**src/rtl/nand_seq_pkg.sv**
```systemverilog
package nand_seq_pkg;
  localparam logic [7:0] OP_READ      = 8'h00;
  localparam logic [7:0] OP_READ_HI   = 8'h01;
  localparam logic [7:0] OP_READ_SPR  = 8'h50;
  localparam logic [7:0] OP_RD_CONF   = 8'h30;
  localparam logic [7:0] OP_RND_START = 8'h05;
  localparam logic [7:0] OP_RND_CONF  = 8'hE0;
  localparam logic [7:0] OP_RD_DIRECT = 8'h35;
  localparam logic [7:0] OP_ID        = 8'h90;
  localparam logic [7:0] OP_RESET     = 8'hFF;
  localparam logic [7:0] OP_PRG_START = 8'h80;
  localparam logic [7:0] OP_PRG_CONF  = 8'h10;
  localparam logic [7:0] OP_ERS_START = 8'h60;
  localparam logic [7:0] OP_ERS_CONF  = 8'hD0;
  localparam logic [7:0] OP_STATUS    = 8'h70;
  localparam logic [7:0] OP_COPYBACK  = 8'h85;

  typedef enum logic [1:0] {OFF_KEEP, OFF_ZERO, OFF_HALF, OFF_PAGE} off_sel_e;

  typedef struct packed {
    logic load;
    logic setup;
    logic prog;
    logic erase;
    logic id;
    logic status;
  } act_t;
endpackage

```
**src/rtl/nand_op_decode.sv**
```systemverilog
module nand_op_decode
  import nand_seq_pkg::*;
#(
  parameter bit LARGE_PAGE = 1'b1
) (
  input  logic [7:0] byte_i,
  input  logic [7:0] cur_cmd_i,
  output logic       skip_o,
  output logic       rnd_start_o,
  output logic [7:0] cmd_next_o,
  output off_sel_e   off_sel_o,
  output logic       known_o,
  output logic       reset_o,
  output logic       keep_cnt_o,
  output act_t       imm_act_o
);
  always_comb begin
    skip_o      = LARGE_PAGE && (cur_cmd_i == OP_READ) && (byte_i == OP_RD_CONF);
    rnd_start_o = LARGE_PAGE && (byte_i == OP_RND_START);
    reset_o     = (byte_i == OP_RESET);
    keep_cnt_o  = (byte_i == OP_RND_CONF);

    cmd_next_o = byte_i;
    off_sel_o  = OFF_KEEP;
    unique case (byte_i)
      OP_READ:     off_sel_o = OFF_ZERO;
      OP_READ_HI:  begin off_sel_o = OFF_HALF; cmd_next_o = OP_READ; end
      OP_READ_SPR: begin off_sel_o = OFF_PAGE; cmd_next_o = OP_READ; end
      default:     ;
    endcase

    known_o = byte_i inside {OP_READ, OP_READ_HI, OP_READ_SPR, OP_RD_CONF,
                             OP_RND_START, OP_RND_CONF, OP_RD_DIRECT, OP_ID,
                             OP_RESET, OP_PRG_START, OP_PRG_CONF, OP_ERS_START,
                             OP_ERS_CONF, OP_STATUS, OP_COPYBACK};

    imm_act_o        = '0;
    imm_act_o.status = (byte_i == OP_STATUS);
    imm_act_o.prog   = (byte_i == OP_PRG_CONF);
    imm_act_o.erase  = (byte_i == OP_ERS_CONF);
    imm_act_o.load   = LARGE_PAGE && ((byte_i == OP_RND_CONF) || (byte_i == OP_RD_DIRECT));
  end
endmodule

```
**src/rtl/nand_addr_unit.sv**
```systemverilog
module nand_addr_unit #(
  parameter int ADDR_BYTES = 5,
  parameter int COL_BITS   = 16,
  parameter int ERASE_SH   = 16,
  parameter int CNT_W      = 3,
  localparam int ADDR_W    = 8 * ADDR_BYTES
) (
  input  logic              clk_i,
  input  logic              rst_ni,
  input  logic              clr_all_i,
  input  logic              clr_col_i,
  input  logic              clr_cnt_i,
  input  logic              shift_i,
  input  logic              wr_i,
  input  logic [7:0]        byte_i,
  output logic [ADDR_W-1:0] addr_o,
  output logic [CNT_W-1:0]  cnt_o
);
  logic [ADDR_W-1:0] addr_q;
  logic [CNT_W-1:0]  cnt_q;

  always_ff @(posedge clk_i or negedge rst_ni) begin
    if (!rst_ni) begin
      addr_q <= '0;
      cnt_q  <= '0;
    end else if (clr_all_i) begin
      addr_q <= '0;
      cnt_q  <= '0;
    end else if (wr_i) begin
      for (int b = 0; b < ADDR_BYTES; b++) begin
        if (cnt_q == CNT_W'(b)) addr_q[8*b +: 8] <= byte_i;
      end
      if (cnt_q != '1) cnt_q <= cnt_q + 1'b1;
    end else begin
      if (clr_col_i) addr_q[COL_BITS-1:0] <= '0;
      else if (shift_i) addr_q <= addr_q << ERASE_SH;
      if (clr_cnt_i || clr_col_i) cnt_q <= '0;
    end
  end

  assign addr_o = addr_q;
  assign cnt_o  = cnt_q;

  // an address byte advances the count by one unless saturated
  assert_cnt_step_R5: assert property (@(posedge clk_i) disable iff (!rst_ni)
    (wr_i && !clr_all_i) |=> ((cnt_q == CNT_W'($past(cnt_q) + 1'b1)) || ($past(cnt_q) == '1)));
endmodule

```
**src/rtl/nand_cmd_seq.sv**
```systemverilog
module nand_cmd_seq
  import nand_seq_pkg::*;
#(
  parameter bit LARGE_PAGE = 1'b1,
  parameter int DEV_MBIT   = 2048,
  parameter int PAGE_BYTES = 2048,
  parameter int ADDR_BYTES = 5,
  parameter int OFF_W      = 16,
  localparam int ADDR_W    = 8 * ADDR_BYTES,
  localparam int CNT_W     = 3,
  localparam int COL_BITS  = LARGE_PAGE ? 16 : 8,
  localparam int TRIG_CNT  = !LARGE_PAGE ? 3 : ((DEV_MBIT <= 1024) ? 4 : 5)
) (
  input  logic              clk_i,
  input  logic              rst_ni,
  input  logic              ce_ni,
  input  logic              we_i,
  input  logic              cle_i,
  input  logic              ale_i,
  input  logic [7:0]        io_i,
  output logic [7:0]        cmd_o,
  output logic [ADDR_W-1:0] addr_o,
  output logic [CNT_W-1:0]  addr_cnt_o,
  output logic [OFF_W-1:0]  col_off_o,
  output logic              act_load_o,
  output logic              act_setup_o,
  output logic              act_prog_o,
  output logic              act_erase_o,
  output logic              act_id_o,
  output logic              act_status_o,
  output logic              bad_cmd_o
);
  logic       wr_fire, cmd_fire, adr_fire, cmd_take;
  logic       dec_skip, dec_rnd, dec_known, dec_reset, dec_keep;
  logic [7:0] dec_cmd;
  off_sel_e   dec_off;
  act_t       dec_act, adr_act, act_q;

  logic [7:0]       cmd_q;
  logic [OFF_W-1:0] off_q;
  logic             bad_q;
  logic [CNT_W-1:0] cnt;

  assign wr_fire  = we_i && !ce_ni;
  assign cmd_fire = wr_fire && cle_i;
  assign adr_fire = wr_fire && !cle_i && ale_i;
  assign cmd_take = cmd_fire && !dec_skip && !dec_rnd;

  nand_op_decode #(.LARGE_PAGE(LARGE_PAGE)) u_dec (
    .byte_i      (io_i),
    .cur_cmd_i   (cmd_q),
    .skip_o      (dec_skip),
    .rnd_start_o (dec_rnd),
    .cmd_next_o  (dec_cmd),
    .off_sel_o   (dec_off),
    .known_o     (dec_known),
    .reset_o     (dec_reset),
    .keep_cnt_o  (dec_keep),
    .imm_act_o   (dec_act)
  );

  nand_addr_unit #(
    .ADDR_BYTES (ADDR_BYTES),
    .COL_BITS   (COL_BITS),
    .ERASE_SH   (COL_BITS),
    .CNT_W      (CNT_W)
  ) u_addr (
    .clk_i     (clk_i),
    .rst_ni    (rst_ni),
    .clr_all_i (cmd_take && dec_reset),
    .clr_col_i (cmd_fire && dec_rnd),
    .clr_cnt_i (cmd_take && !dec_keep),
    .shift_i   (cmd_take && dec_act.erase),
    .wr_i      (adr_fire),
    .byte_i    (io_i),
    .addr_o    (addr_o),
    .cnt_o     (cnt)
  );

  // address-cycle triggered actions, evaluated on the count before the increment
  always_comb begin
    adr_act       = '0;
    adr_act.id    = (cmd_q == OP_ID) && (cnt == '0);
    adr_act.load  = (cmd_q == OP_READ) && (cnt == CNT_W'(TRIG_CNT - 1));
    adr_act.setup = (cmd_q == OP_PRG_START) && (cnt == CNT_W'(TRIG_CNT - 1));
  end

  always_ff @(posedge clk_i or negedge rst_ni) begin
    if (!rst_ni) begin
      cmd_q <= OP_READ;
      off_q <= '0;
      bad_q <= 1'b0;
      act_q <= '0;
    end else begin
      act_q <= cmd_take ? dec_act : (adr_fire ? adr_act : '0);
      if (cmd_take) begin
        if (!dec_known) bad_q <= 1'b1;
        if (dec_reset) begin
          cmd_q <= OP_READ;
          off_q <= '0;
        end else begin
          cmd_q <= dec_cmd;
          unique case (dec_off)
            OFF_ZERO: off_q <= '0;
            OFF_HALF: off_q <= OFF_W'(256);
            OFF_PAGE: off_q <= OFF_W'(PAGE_BYTES);
            default:  ;
          endcase
        end
      end
    end
  end

  assign cmd_o        = cmd_q;
  assign addr_cnt_o   = cnt;
  assign col_off_o    = off_q;
  assign bad_cmd_o    = bad_q;
  assign act_load_o   = act_q.load;
  assign act_setup_o  = act_q.setup;
  assign act_prog_o   = act_q.prog;
  assign act_erase_o  = act_q.erase;
  assign act_id_o     = act_q.id;
  assign act_status_o = act_q.status;

  assert_one_action_R7: assert property (@(posedge clk_i) disable iff (!rst_ni)
    $onehot0(act_q));
  assert_hold_cmd_R12: assert property (@(posedge clk_i) disable iff (!rst_ni)
    !$past(wr_fire) |-> $stable(cmd_q));
  assert_bad_sticky_R11: assert property (@(posedge clk_i) disable iff (!rst_ni)
    $past(bad_q) |-> bad_q);
  assert_erase_cmd_R8: assert property (@(posedge clk_i) disable iff (!rst_ni)
    act_q.erase |-> (cmd_q == OP_ERS_CONF));
  assert_id_first_R6: assert property (@(posedge clk_i) disable iff (!rst_ni)
    act_q.id |-> ((cmd_q == OP_ID) && (cnt == CNT_W'(1))));
endmodule

```
**config.mk**
```make
export PLATFORM = sky130hd
export DESIGN_NAME = nand_cmd_seq
export DESIGN_NICKNAME = d
export VERILOG_FILES = /design/src/rtl/nand_seq_pkg.sv /design/src/rtl/nand_op_decode.sv /design/src/rtl/nand_addr_unit.sv /design/src/rtl/nand_cmd_seq.sv
export SDC_FILE = /design/constraint.sdc
export NUM_CORES = 1
export LEC_CHECK = 0
export BUFFER_PORTS_ARGS = -buffer_cell sky130_fd_sc_hd__buf_4
export CAP_MARGIN = 5
export CORE_UTILIZATION = 49
export CTS_BUF_LIST = sky130_fd_sc_hd__clkbuf_8 sky130_fd_sc_hd__clkbuf_16
export DETAILED_ROUTE_END_ITERATION = 8
export PLACE_DENSITY_LB_ADDON = 0.08
export SLEW_MARGIN = 25
export SYNTH_ARGS = -nofsm -noshare
export SYNTH_HDL_FRONTEND = slang
export SYNTH_HIERARCHICAL = 1
export SYNTH_SLANG_ARGS = --single-unit
```
**constraint.sdc**
```tcl
create_clock -name clk_i -period 2.7 [get_ports clk_i]
set_input_delay 0.135 -clock clk_i [delete_from_list [all_inputs] [get_ports clk_i]]
set_output_delay 0.135 -clock clk_i [all_outputs]
set_load 0.1 [all_outputs]
```
## Word-level counts from Yosys, hierarchy flattened

Cells that the tools add are included.

| storage, ports and cells | value |
|---|---|
| output and inout bits | 74 |
| logic and storage cells | 107 |
| register bits after elaboration | 74 |
| input bits | 14 |

| operators by class | value |
|---|---|
| multiplexer cells | 21 |
| bitwise operators | 1 |
| equal/unequal tests | 31 |
| add/subtract/negate cells | 1 |
| reduce and logical (&&, ||, !) cells | 38 |

Operators by type and width:

| cell | number |
|---|---|
| 40-bit two-way mux | 3 |
| 8-bit == test, second input constant | 8 |
| 8-bit two-way mux | 7 |
| 16-bit case mux with 3 select lines | 1 |
| 16-bit two-way mux | 2 |
| 8-bit by 7-bit == test with 1-bit output, second input constant | 3 |
| 24-bit two-way mux | 1 |
| 3-bit by 1-bit != test with 1-bit output, second input constant | 6 |
| 8-bit by 6-bit == test with 1-bit output, second input constant | 2 |
| 8-bit logical NOT | 2 |
| 15-bit nonzero test | 1 |
| 1-bit logical AND | 14 |
| 3-bit two-way mux | 4 |
| 6-bit two-way mux | 2 |
| 2-bit AND reduction | 5 |
| 3-bit AND reduction | 3 |
| 8-bit by 1-bit == test with 1-bit output, second input constant | 1 |
| 8-bit by 3-bit == test with 1-bit output, second input constant | 1 |
| 8-bit by 5-bit == test with 1-bit output, second input constant | 1 |
| 4-bit nonzero test | 2 |
| 3-bit by 2-bit == test with 1-bit output, second input constant | 2 |
| 2-bit case mux with 3 select lines | 1 |
| 3-bit nonzero test | 2 |
| 1-bit logical NOT | 5 |
| 11 further kinds | 13 |

## Logic depth before layout (Yosys ltp)

Gate-level depths: netlist (run 1).

| logic depth | value |
|---|---|
| word-level depth | 10 |
| depth in mapped cells | 10 |
| depth with buffers taken out | 10 |

## Cells and area by module

The synthesis (run 1) kept the hierarchy.

Modules (own cells, without submodules):

| module | area an instance (um^2) | cells each | instances | sequential area each (um^2) |
|---|---|---|---|---|
| nand_addr_unit | 2467.4 | 234 | 1 | 1076.0 |
| nand_cmd_seq | 991.0 | 84 | 1 | 425.4 |
| nand_op_decode | 337.8 | 52 | 1 | 0.0 |

## Worst setup path before layout (run 1)

OpenSTA, ideal clock, no wires.

| timing path | value |
|---|---|
| path kind | register to register |
| start | register cmd_q[1] (netlist: cmd_o[1]) |
| end | register u_addr.addr_q[24] (netlist: u_addr/addr_o[24]) |
| path slack | -0.439 ns |
| stages on the path, launching flop included | 9 |
| buffers on the path | 1 |
| setup time | 0.126 ns |
| required time | 2.574 ns |
| arrival time | 3.013 ns |
| period minus slack after synthesis | 3.139 ns |
| cells stage by stage | dfrtp_1 or4_1 nor4_1 nor2_4 and3_2 nor3b_4 a211o_1 buf_6 mux2_4 |

| between the ends | value |
|---|---|
| cells in the longest elaborated chain, start to end | 8 |
| elaborated cells on any way between the ends | 12 |
| classes of those cells | eq/ne: 2; mux: 1; reduce/logical: 9 |

Ends and longest elaborated chain:

| what | line | text |
|---|---|---|
| from (decl) | nand_cmd_seq.sv:39 | `logic [7:0] cmd_q;` |
| from (signal assigned) | nand_cmd_seq.sv:102 | `cmd_q <= dec_cmd;` |
| 8-bit logical NOT (*) | nand_op_decode.sv:18 | `skip_o = LARGE_PAGE && (cur_cmd_i == OP_READ) && (byte_i == OP_RD_CONF);` |
| 1-bit logical AND (*) | nand_op_decode.sv:18 |  |
| named net dec_skip | nand_cmd_seq.sv:34 | `logic dec_skip, dec_rnd, dec_known, dec_reset, dec_keep;` |
| 1-bit logical NOT (*) | nand_cmd_seq.sv:47 | `assign cmd_take = cmd_fire && !dec_skip && !dec_rnd;` |
| 1-bit logical AND (*) (2 in a row) | nand_cmd_seq.sv:47 |  |
| 1-bit logical AND, on equally long branches | nand_cmd_seq.sv:70, nand_cmd_seq.sv:73 |  |
| 3-bit by 1-bit != test with 1-bit output (no source line), or another cell as far along | n/a |  |
| 3-bit AND reduction (no source line) | n/a |  |
| to (signal, indexed assignment) | nand_addr_unit.sv:31 | `if (cnt_q == CNT_W'(b)) addr_q[8*b +: 8] <= byte_i;` |
| to (signal assigned) | nand_addr_unit.sv:36 | `else if (shift_i) addr_q <= addr_q << ERASE_SH;` |
| to (decl) | nand_addr_unit.sv:19 | `logic [ADDR_W-1:0] addr_q;` |

Mark *: on every way through the listed nets, which the timed path passes. The rest lies on a longest branch.
A chain may end at the register's enable or synchronous reset.

## Final worst setup path (run 1)

| timing path | value |
|---|---|
| start | register cmd_q[4] (netlist: cmd_o[4]) |
| end | register u_addr.addr_q[30] (netlist: u_addr/addr_o[30]) |

Same word-level chain as after synthesis.

==> impl_results.md, run 1 <==
- Most used flip-flop cell after synthesis: sky130_fd_sc_hd__dfrtp_1
- Share of post-route cells with drive strength above 1: 0.377
- First DRT Iteration DRCs: 177
- Power Dens Cells: 892 mW/mm²
- Vias in the first global route: between 2,000 and 3,000
- Number of clock buffers inserted by TritonCTS: 9
- Routed WL per cell: 17.5 µm
- Placement row count: 31
- First-pass detailed-route iteration total: 5
- Data required, critical path: 2.92 ns
- Setup Viol. Count Final: 0
- Maxcap violations: 0
- Type of the worst min-delay path: input pin to flop
- Fin util: 0.612
- Gr ovfl total: 0
- HPWL Detailed: 6400 µm
- Synth area leader: sky130_fd_sc_hd__dfrtp_1
- Flop and latch count out of synthesis: 60
- Crit Path Category: flop to flop
- Average via count per standard cell: 5.66
- Aggregate routed wire length: roughly 9400 µm
- Clock H-tree levels: 3
- Crit path launch type: flop
- Area of the core: between 0.007 and 0.008 mm²
- DIE HEIGHT: between 90 and 100 µm
- Yosys Warn Count: 6
- Area taken by multi-input logic gates: 0.00202 mm²
- Total clock sinks: 60
- Post-Synth Adder-Cell Area: 0.0297
- Clock tree buffer depth: 2
- Antenna violation net count after detailed routing: 0
- Routability congestion estimate from global placement: 0.796
- Initial standard-cell utilization of the core: 0.515
- Result of the run: complete, no violations
- RSZ-0062 raised after global routing: no
- Clock root buffer master: sky130_fd_sc_hd__clkbuf_8
- Worst slack, placed: between 0.015 and 0.02 ns
- Overall via count from detail_route: 3,038
- Relative slew margins: 0.487
- Worst Slack Setup Final: 0.0787 ns
- Highest clock frequency the design can meet: 381 MHz
- Fraction of synthesized cell area taken by the top area cell type: 0.396
- Slew of the pin with the lowest slew margin: 0.770 ns
- Synth Area in Simple Gates: 0.222
- Number of enable-type register cells in the synthesized netlist: 0
- Arr. time, crit path: 2.85 ns
- Max-slew violation count: 0
- Leakage power total: 0.00203 µW
- Cells along the critical path: or4_4 -> nor4_4 -> nor2_4 -> and3_4 -> nor3b_4 -> a211o_2 -> mux2_4
- CP max-delay cell: sky130_fd_sc_hd__or4_4
- Initial antenna violation count: 0
- Maximum resistive drop on vdd: 0.643 mV
- Post-synthesis cell count: 370
- Cell with the most instances after synthesis: sky130_fd_sc_hd__dfrtp_1
- Combinational family with the most area after synthesis: simple AND/OR/NAND/NOR gates
- Mean post-synth cell area: 10.3 µm²
- Count of fill cells added during filler insertion: 649
- Slowest cell delay on critical path: 0.55 ns
- Dominant cells by area after synthesis: sky130_fd_sc_hd__dfrtp_1, sky130_fd_sc_hd__mux2i_1, sky130_fd_sc_hd__mux2_4
- Xor-xnor portion of the synthesized cell area: 0.00692
- Chip Width: 90.0 µm
- Port-buffer cells: 73
- Clock tree from TritonCTS: done
- Most frequent cells after synthesis: sky130_fd_sc_hd__dfrtp_1, sky130_fd_sc_hd__nand3_1, sky130_fd_sc_hd__mux2i_1
- Number of hold violations in the final report: 0
- Setup TNS Final: 0 ns
- Mapped cell area: 0.00380 mm²
- Clock Skews: 0.00906 ns
- Minimum clock period: 2.62 ns
- Clock transition at the registers of the reported paths: 0.07 ns
- Multiplexer fraction of the synthesized cell area: 0.130
- # Post-CTS Setup Buffers: 0
- Number of top-level pins: slightly below 90
- Pin count of the biggest net entering global routing: 61
- Crit. End Element: flop
- Distinct cell type count of the synthesized netlist: 54
- Compound-cell area share of the yosys netlist: 0.119
- Worst skew pair latency: 0.34 ns
- Share of async-settable or async-resettable flops after synthesis: 1.00
- Global-route wire length before repair: 15,200 µm
- Worst-path fanout max: 9
- Area occupied by registers: 0.00152 mm²
- Overall die area: between 0.008 and 0.009 mm²
- Growth of design area from synthesis to finish: 18.8%
- Gr usage total: 0.238
- Final period util: 0.971
- Antenna Diode Count: 0
- DRC violations left: 0
- Sequential share of the synthesized area: 0.396
- Nets@finish: 456
## cell usage in the layout, fill, tap and decap left out, drive strengths merged, types with 2 or more instances in the layout
cell     instances
ha               9
nand2           21
clkbuf          10
and2             3
inv              5
or2              3
nand3           36
nor2            19
conb            16
nor2b           12
o21bai           2
dfrtp           60
a31oi           16
a211oi          16
nor3            24
buf             87
a41oi            2
o21ai            2
a21oi            3
nand2b           7
a211o            2
and3             6
mux2            17
nor4             4
xnor2            2
and3b            5
or4              2
clkinv           4
mux2i           24
o2bb2ai          4
a22oi            2
## layer usage
layer  up-vias  track usage  wire, µm
met2       102        0.399      4710
met4         0       0.0806       118
li1       1415            -         -
met3        11       0.0516       467
met1      1510        0.304      4090
met5         -            0         0
## area by class of cell
type,instances,area share
clock inverter,6,0.00694
multi-input combinational,270,0.448
sequential,60,0.337
timing repair buffer,88,0.147
inverter,4,0.00333
tap,99,0.0275
clock buffer,10,0.0305
## flip-flops by register name, indices dropped and copies added (netlist names)
name           count
act_load_o         1
col_off_o          2
act_status_o       1
act_id_o           1
cmd_o              8
u_addr/addr_o     40
act_erase_o        1
u_addr/cnt_o       3
act_prog_o         1
bad_cmd_o          1
act_setup_o        1
## worst paths after layout
kind / endpoint / slack, ns / cells after the start / startpoint
setup / recovery: u_addr/addr_o[30]$_DFFE_PN0P_ / 0.08 / 7 / cmd_o[4]$_DFFE_PN0P_
hold / removal: u_addr/addr_o[15]$_DFFE_PN0P_ / 0.15 / 3 / io_i[7]
setup reg to reg: u_addr/addr_o[30]$_DFFE_PN0P_ / 0.08 / 7 / cmd_o[4]$_DFFE_PN0P_
hold reg to reg: bad_cmd_o$_DFFE_PN0P_ / 0.48 / 1 / bad_cmd_o$_DFFE_PN0P_
max in group asynchronous: cmd_o[3]$_DFFE_PN0P_ / 1.70 / 2 / rst_ni
min in group asynchronous: act_load_o$_DFF_PN0_ / 0.41 / 2 / rst_ni
## kinds of logic after synthesis
| logic type | Yosys count |
|---|---|
| other | 2 |
| AO/OA/AOI/OAI | 52 |
| buffers and inverters | 54 |
| adder cells (fa/ha/maj) | 9 |
| multiplexers | 41 |
| AND/OR/NAND/NOR | 149 |
| XOR/XNOR | 3 |
| flip-flops | 60 |
## power breakdown
group	internal [µW]	total [µW]	switching [µW]
clock network	348	707	360
logic	453	2070	1620
registers	1070	1240	175
total	1870	4020	2150
## critical path, delay by kind of cell (launching register included)
family             cells  cell delay, ns
and+or+nand+nor        5            1.25
AOI/OAI and AO/OA      1            0.41
muxes                  1            0.34
DFF                    1            0.50
## timing repair
| action | in CTS | in global routing |
|---|---|---|
| endpoints found under the setup margin | 0 | 16 |
| resized for setup | 0 | 2 |
| hold endpoints to repair | 60 | 0 |
| hold buffers | 1 | 0 |
## through the flow
| step | total power, µW | instances | hold slack, ns | area (µm²) |
|---|---|---|---|---|
| global placement | 3310 | 520 | 0.260 | 4330 |
| floorplan | 2910 | 384 | -0.161 | 3910 |
| detailed placement | 3330 | 520 | 0.261 | 4330 |
| global route | 4170 | 537 | 0.146 | 4510 |
| CTS | 4040 | 537 | 0.137 | 4510 |
| finish | 4020 | 537 | 0.151 | 4510 |
No activity file was read; power rests on OpenSTA's default activity.
==> inputs of run 2 (changes only) <==
Settings changed: MAX_ROUTING_LAYER from default to met4, SETUP_SLACK_MARGIN from default to 0.5.
==> run 2 against run 1 <==
  * Non-clock buffer count is 7 higher
  * Worst setup slack better by 0.16 ns
  * First-iteration DRC count is 4.5% lower
  * Wire length is 4.0% higher
  * Clock power is 18% higher
  * Hold slack better by 0.018 ns
  * Cell count is 1.3% higher
  * Combinational power hardly changed
==> impl_results.md, run 2 (synthesis gave the netlist of run 1 again) <==
- Chip Width: 90.0 µm (unchanged)
- Hold slack final: 0.169 ns (was 0.151 ns)
- Overall die area: 0.00810 mm² (unchanged)
- Aggregate routed wire length: 9750 µm (was 9380 µm)
- First DRT Iteration DRCs: 169 (was 177)
- Relative slew margins: 0.474 (was 0.487)
- Switching share of power: 0.521 (was 0.536)
- Placement row count: 31 (unchanged)
- Arr. time, crit path: 2.69 ns (was 2.85 ns)
- Routed length on met3: 538 µm (was 467 µm)
- Final period util: 0.913 (was 0.971)
- Count of fill cells added during filler insertion: 641 (was 649)
- Global-route wire length before repair: 16,000 µm (was 15,200 µm)
- Number of flip-flops in the largest register: 40 (unchanged)
- Clock tree buffer depth: 2 (unchanged)
- Vias in the first global route: 3,014 (was 2,981)
- Crit Path Category: flop to flop (unchanged)
- Cell area after placement: 0.00433 mm² (about the same)
- Routed WL per cell: 17.9 µm (was 17.5 µm)
- Clock Skews: 0.00870 ns (was 0.00906 ns)
- Total clock sinks: 60 (unchanged)
- Growth of design area from synthesis to finish: 23.4% (was 18.8%)
- Fin util: 0.636 (was 0.612)
- Number of clock buffers inserted by TritonCTS: 9 (unchanged)
- HPWL Detailed: 6460 µm (was 6400 µm)
- Worst-path fanout max: 8 (was 9)
- Initial standard-cell utilization of the core: 0.515 (unchanged)
- Initial antenna violation count: 0 (unchanged)
- RSZ-0062 raised after global routing: yes (was no)
- DIE HEIGHT: 90.0 µm (unchanged)
- Maxcap violations: 0 (unchanged)
- Clock H-tree levels: 3 (unchanged)
- Minimum clock period: 2.46 ns (was 2.62 ns)
- Area of the core: 0.00737 mm² (unchanged)
- Setup Viol. Count Final: 0 (unchanged)
- Met1 wire length: 4290 µm (was 4090 µm)
- Internal cell power: 2010 µW (was 1870 µW)
- Length of routed met2 wiring: 4820 µm (was 4710 µm)
- Pin count of the biggest net entering global routing: 61 (unchanged)
- Clock root buffer master: sky130_fd_sc_hd__clkbuf_8 (unchanged)
- Max-slew violation count: 0 (unchanged)
- Post-route cell area: 0.00469 mm² (was 0.00451 mm²)
- Leakage power total: 0.00210 µW (was 0.00203 µW)
- Worst skew pair latency: 0.34 ns (about the same)
- Gr ovfl total: 0 (unchanged)
- Crit. End Element: flop (unchanged)
- First-pass detailed-route iteration total: 4 (was 5)
- Clock transition at the registers of the reported paths: 0.07 ns (about the same)
- Setup TNS Final: 0 ns (unchanged)
- DRC violations left: 0 (unchanged)
- Slew of the pin with the lowest slew margin: 0.789 ns (was 0.770 ns)
- Type of the worst min-delay path: input pin to flop (unchanged)
- Worst R2R Setup Slack: 0.24 ns (was 0.08 ns)
- Routability congestion estimate from global placement: 0.855 (was 0.796)
- Result of the run: complete, no violations (unchanged)
- Gr usage total: 0.258 (was 0.238)
- Number of hold violations in the final report: 0 (unchanged)
- Clock tree from TritonCTS: done (unchanged)
- Crit path launch type: flop (unchanged)
- Nets@finish: 463 (was 456)
- Maximum resistive drop on vdd: 0.809 mV (was 0.643 mV)
- Uppermost layer routed: met4 (unchanged)
- Combinational share of power: 0.502 (was 0.515)
- Leading cell types in the layout, fill and taps excluded: sky130_fd_sc_hd__buf_4, sky130_fd_sc_hd__dfrtp_1, sky130_fd_sc_hd__nand3_1 (unchanged)
- Net switching power figure: 2180 µW (was 2150 µW)
- Most common cell after layout, fill and taps aside: sky130_fd_sc_hd__buf_4 (unchanged)
- Share of post-route cells with drive strength above 1: 0.427 (was 0.377)
- Power share of the sequential group: 0.299 (was 0.309)
- Power Dens Cells: 894 mW/mm² (was 892 mW/mm²)
- Data required, critical path: 2.92 ns (about the same)
- Proportion of power drawn by the clock network: 0.199 (was 0.176)
- Antenna Diode Count: 0 (unchanged)
- Number of top-level pins: 88 (unchanged)
- Antenna violation net count after detailed routing: 0 (unchanged)
- Overall via count from detail_route: 3,067 (was 3,038)
- Highest clock frequency the design can meet: 406 MHz (was 381 MHz)
- Port-buffer cells: 73 (unchanged)
- Average via count per standard cell: 5.64 (was 5.66)
==> run 2: changes by cell type in the layout (fill, tap and decap cells not counted), moves of 2 or more <==
cell and delta:
sky130_fd_sc_hd__nand2_2 +13, sky130_fd_sc_hd__nand2_1 -15, sky130_fd_sc_hd__buf_4 +4, sky130_fd_sc_hd__clkinv_2 -2, sky130_fd_sc_hd__buf_6 +3, sky130_fd_sc_hd__nand2_4 +2
==> run 2: final cells by class <==
type                       instances  area, µm²  share of cell area
clock buffer                      11        151              0.0323
clock inverter                     5       52.6              0.0112
inverter                           4       15.0             0.00320
multi-input combinational        270       2100               0.448
sequential                        60       1520               0.324
tap                               99        124              0.0264
timing repair buffer              95        727               0.155
==> run 2: path summary, 6_finish.rpt <==
kind                            cells past startpoint             startpoint                       endpoint
worst min register to register                      1  bad_cmd_o$_DFFE_PN0P_          bad_cmd_o$_DFFE_PN0P_
worst max register to register                      7   cmd_o[3]$_DFFE_PN0P_  u_addr/addr_o[28]$_DFFE_PN0P_
max in group asynchronous                           2                 rst_ni           cmd_o[4]$_DFFE_PN0P_
min in group asynchronous                           2                 rst_ni       col_off_o[8]$_DFFE_PN0P_
worst min-delay path                                3                io_i[4]  u_addr/addr_o[12]$_DFFE_PN0P_
worst max-delay path                                7   cmd_o[3]$_DFFE_PN0P_  u_addr/addr_o[28]$_DFFE_PN0P_
==> run 2: timing repair <==
action                                 CTS  global route
setup endpoints to repair               43            43
pin swaps                               22             5
setup buffers                            5             0
gates resized for setup                 23             5
hold buffers                             1             0
cloned                                   1             0
endpoints found under the hold margin   60             0
==> run 2: routing by layer <==
metal | vias to the layer above | global-route usage
met1 | 1526 | 0.334
met4 | 0 | 0.0901
met2 | 103 | 0.416
li1 | 1429 | -
met3 | 9 | 0.0364
met5 | - | -
==> run 2: worst max-delay path, cell delays in order, from the launching register on <==
cell and delay [ns]:
sky130_fd_sc_hd__dfrtp_4 0.49, sky130_fd_sc_hd__or4_4 0.56, sky130_fd_sc_hd__nor4_4 0.20, sky130_fd_sc_hd__nor2_4 0.07, sky130_fd_sc_hd__and3_4 0.16, sky130_fd_sc_hd__nor3b_4 0.16
sky130_fd_sc_hd__a211o_4 0.40, sky130_fd_sc_hd__mux2_4 0.32
==> run 2: power by group through the flow <==
stage	registers [µW]	clock network, µW	logic [µW]
3_5_place_dp	1260	0	2080
6_report	1250	834	2100
2_1_floorplan	2390	0	520
3_3_place_gp	1250	0	2050
4_1_cts	1250	851	2100
5_1_grt	1280	888	2180
==> run 2: stage by stage <==
step | total power, µW | worst slack [ns] | cells
2_1_floorplan | 2910 | 0.00248 | 384
3_3_place_gp | 3310 | 0.0177 | 521
5_1_grt | 4340 | 0.162 | 544
4_1_cts | 4200 | 0.224 | 544
6_report | 4190 | 0.235 | 544
3_5_place_dp | 3330 | -0.0369 | 521
==> inputs of run 3 (changes only) <==
Settings changed: MAX_ROUTING_LAYER met4 to default.
==> run 3 against run 2 <==
  * Register-to-register slack worse by 0.02 ns
  * Wire length up 0.23%
  * Sequential share of layout area unchanged
  * Critical path type unchanged
  * Largest cell class unchanged
==> impl_results.md, run 3 (synthesis gave the netlist of run 1 again) <==
- Result of the run: complete, no violations (unchanged)
- Internal cell power: 2010 µW (about the same)
- Relative slew margins: 0.477 (was 0.474)
- Share of post-route cells with drive strength above 1: 0.427 (unchanged)
- Hold path startpoint: io_i[4] (unchanged)
- Number of flip-flops in the largest register: 40 (unchanged)
- Crit. End Element: flop (unchanged)
- Busiest layer in global routing: met2 (unchanged)
- Arr. time, crit path: 2.71 ns (was 2.69 ns)
- Overall die area: 0.00810 mm² (unchanged)
- Type of the worst min-delay path: input pin to flop (unchanged)
- Capture point of the worst reg-to-reg path: u_addr/addr_o[28]$_DFFE_PN0P_ (unchanged)
- DIE HEIGHT: 90.0 µm (unchanged)
- Pin count of the biggest net entering global routing: 61 (unchanged)
- Area of the core: 0.00737 mm² (unchanged)
- Gr usage total: 0.250 (was 0.258)
- Number of clock buffers inserted by TritonCTS: 9 (unchanged)
- Data required, critical path: 2.92 ns (about the same)
- Worst Slack Setup Final: 0.214 ns (was 0.235 ns)
- GR Util met3: 0.0406 (was 0.0364)
- Port-buffer cells: 73 (unchanged)
- Global-route wire length before repair: 16,000 µm (about the same)
- Slowest cell delay on critical path: 0.56 ns (about the same)
- Vias in the first global route: 3,037 (was 3,014)
- Combinational share of power: 0.502 (about the same)
- Minimum clock period: 2.49 ns (was 2.46 ns)
- Highest clock frequency the design can meet: 402 MHz (was 406 MHz)
- Max-slew violation count: 0 (unchanged)
- Power share of the sequential group: 0.299 (about the same)
- CP max-delay cell: sky130_fd_sc_hd__or4_4 (unchanged)
- Leakage power total: 0.00210 µW (unchanged)
- Initial antenna violation count: 0 (unchanged)
- First-pass detailed-route iteration total: 4 (unchanged)
- Aggregate routed wire length: 9780 µm (was 9750 µm)
- Power Dens Cells: 895 mW/mm² (was 894 mW/mm²)
- Antenna violation net count after detailed routing: 0 (unchanged)
- Total clock sinks: 60 (unchanged)
- Hold slack final: 0.167 ns (was 0.169 ns)
- Setup Viol. Count Final: 0 (unchanged)
- Leading cell types in the layout, fill and taps excluded: sky130_fd_sc_hd__buf_4, sky130_fd_sc_hd__dfrtp_1, sky130_fd_sc_hd__nand3_1 (unchanged)
- Nets@finish: 463 (unchanged)
- Chip Width: 90.0 µm (unchanged)
- Crit path launch type: flop (unchanged)
- First DRT Iteration DRCs: 129 (was 169)
- Proportion of power drawn by the clock network: 0.199 (about the same)
- Global Route met1 Usage: 0.327 (was 0.334)
- Worst slack, placed: -0.0369 ns (unchanged)
- Cells along the critical path: or4_4 -> nor4_4 -> nor2_4 -> and3_4 -> nor3b_4 -> a211o_4 -> mux2_4 (unchanged)
- Most common cell after layout, fill and taps aside: sky130_fd_sc_hd__buf_4 (unchanged)
- Startpoint of the worst setup timing path: cmd_o[3]$_DFFE_PN0P_ (unchanged)
- Number of top-level pins: 88 (unchanged)
- Depth of the most critical reg-to-reg path: 7 (unchanged)
- Overall via count from detail_route: 3,067 (unchanged)
- Worst skew pair latency: 0.34 ns (about the same)
- Final period util: 0.921 (was 0.913)
- Hold worst-path end: u_addr/addr_o[12]$_DFFE_PN0P_ (unchanged)
- Maxcap violations: 0 (unchanged)
- Switching share of power: 0.521 (about the same)
- Growth of design area from synthesis to finish: 23.4% (unchanged)
- Hold Path Cell Cnt: 3 (unchanged)
- Number of hold violations in the final report: 0 (unchanged)
- Initial standard-cell utilization of the core: 0.515 (unchanged)
- Antenna Diode Count: 0 (unchanged)
- Average via count per standard cell: 5.64 (unchanged)
- Routed WL per cell: 18.0 µm (was 17.9 µm)
- Placement row count: 31 (unchanged)
- Clock root buffer master: sky130_fd_sc_hd__clkbuf_8 (unchanged)
- RSZ-0062 raised after global routing: yes (unchanged)
- Clock Skews: 0.00936 ns (was 0.00870 ns)
- DRC violations left: 0 (unchanged)
- Clock tree from TritonCTS: done (unchanged)
- Met2 Use GR: 0.417 (was 0.416)
- Routability congestion estimate from global placement: 0.842 (was 0.855)
- Clock H-tree levels: 3 (unchanged)
- Worst-path fanout max: 8 (unchanged)
- Maximum resistive drop on vdd: 0.809 mV (about the same)
- Worst reg2reg startpoint: cmd_o[3]$_DFFE_PN0P_ (unchanged)
- Worst R2R Setup Slack: 0.21 ns (was 0.24 ns)
- Clock tree buffer depth: 2 (unchanged)
- Gr ovfl total: 0 (unchanged)
- Crit Path Category: flop to flop (unchanged)
- HPWL Detailed: 6460 µm (unchanged)
- Slew of the pin with the lowest slew margin: 0.784 ns (was 0.789 ns)
- Clock transition at the registers of the reported paths: 0.07 ns (about the same)
- Net switching power figure: 2190 µW (was 2180 µW)
run 3: metrics by stage:
step                total power, µW  std cells   util  instance area (µm²)  setup TNS (ns)
finish                         4190        544  0.636                 4690               0
global route                   4340        544  0.636                 4690               0
CTS                            4200        544  0.632                 4660               0
detailed placement             3330        521  0.588                 4330          -0.259
global placement               3310        521  0.588                 4330               0
floorplan                      2910        384      -                 3930               0
run 3: worst max-delay path: cells and delay by family, from the launching register on:
| family | cells | cell delay, ns |
|---|---|---|
| simple gates | 5 | 1.16 |
| flops | 1 | 0.49 |
| mux | 1 | 0.32 |
| compound gates | 1 | 0.40 |
run 3: final cells by class:
cell class,instances,area (µm²)
fill,641,2680
multi-input combinational,270,2100
sequential,60,1520
timing repair buffer,95,727
clock buffer,11,151
tap,99,124
clock inverter,5,52.6
inverter,4,15.0
run 3: power groups by stage:
| stage | combinational [µW] | clock (µW) | sequential, µW |
|---|---|---|---|
| 5_1_grt | 2180 | 888 | 1280 |
| 3_3_place_gp | 2050 | 0 | 1250 |
| 2_1_floorplan | 520 | 0 | 2390 |
| 3_5_place_dp | 2080 | 0 | 1260 |
| 6_report | 2100 | 836 | 1250 |
| 4_1_cts | 2100 | 851 | 1250 |
run 3: routing by layer:
| metal | up-vias | part of all wire |
|---|---|---|
| met4 | 0 | 0.0093 |
| met1 | 1529 | 0.44 |
| met5 | - | 0 |
| li1 | 1426 | - |
| met3 | 7 | 0.054 |
| met2 | 105 | 0.50 |
run 3: worst max-delay path by stage:
stage,end,slack (ns),depth (start not counted)
after floorplan,u_addr/addr_o[24]$_DFFE_PN0P_,0.002,8
after global placement,u_addr/addr_o[31]$_DFFE_PN0P_,0.02,7
after detailed placement,u_addr/addr_o[28]$_DFFE_PN0P_,-0.04,7
after CTS,u_addr/addr_o[28]$_DFFE_PN0P_,0.22,7
after global routing,u_addr/addr_o[30]$_DFFE_PN0P_,0.16,7
final,u_addr/addr_o[28]$_DFFE_PN0P_,0.21,7
run 3: what timing repair did:
action | 4_1_cts | 5_1_grt
cloned | 1 | 0
endpoints found under the hold margin | 60 | 0
hold buffers | 1 | 0
buffers inserted | 5 | 0
resized for setup | 23 | 5
setup endpoints to repair | 43 | 43
pin swaps | 22 | 5
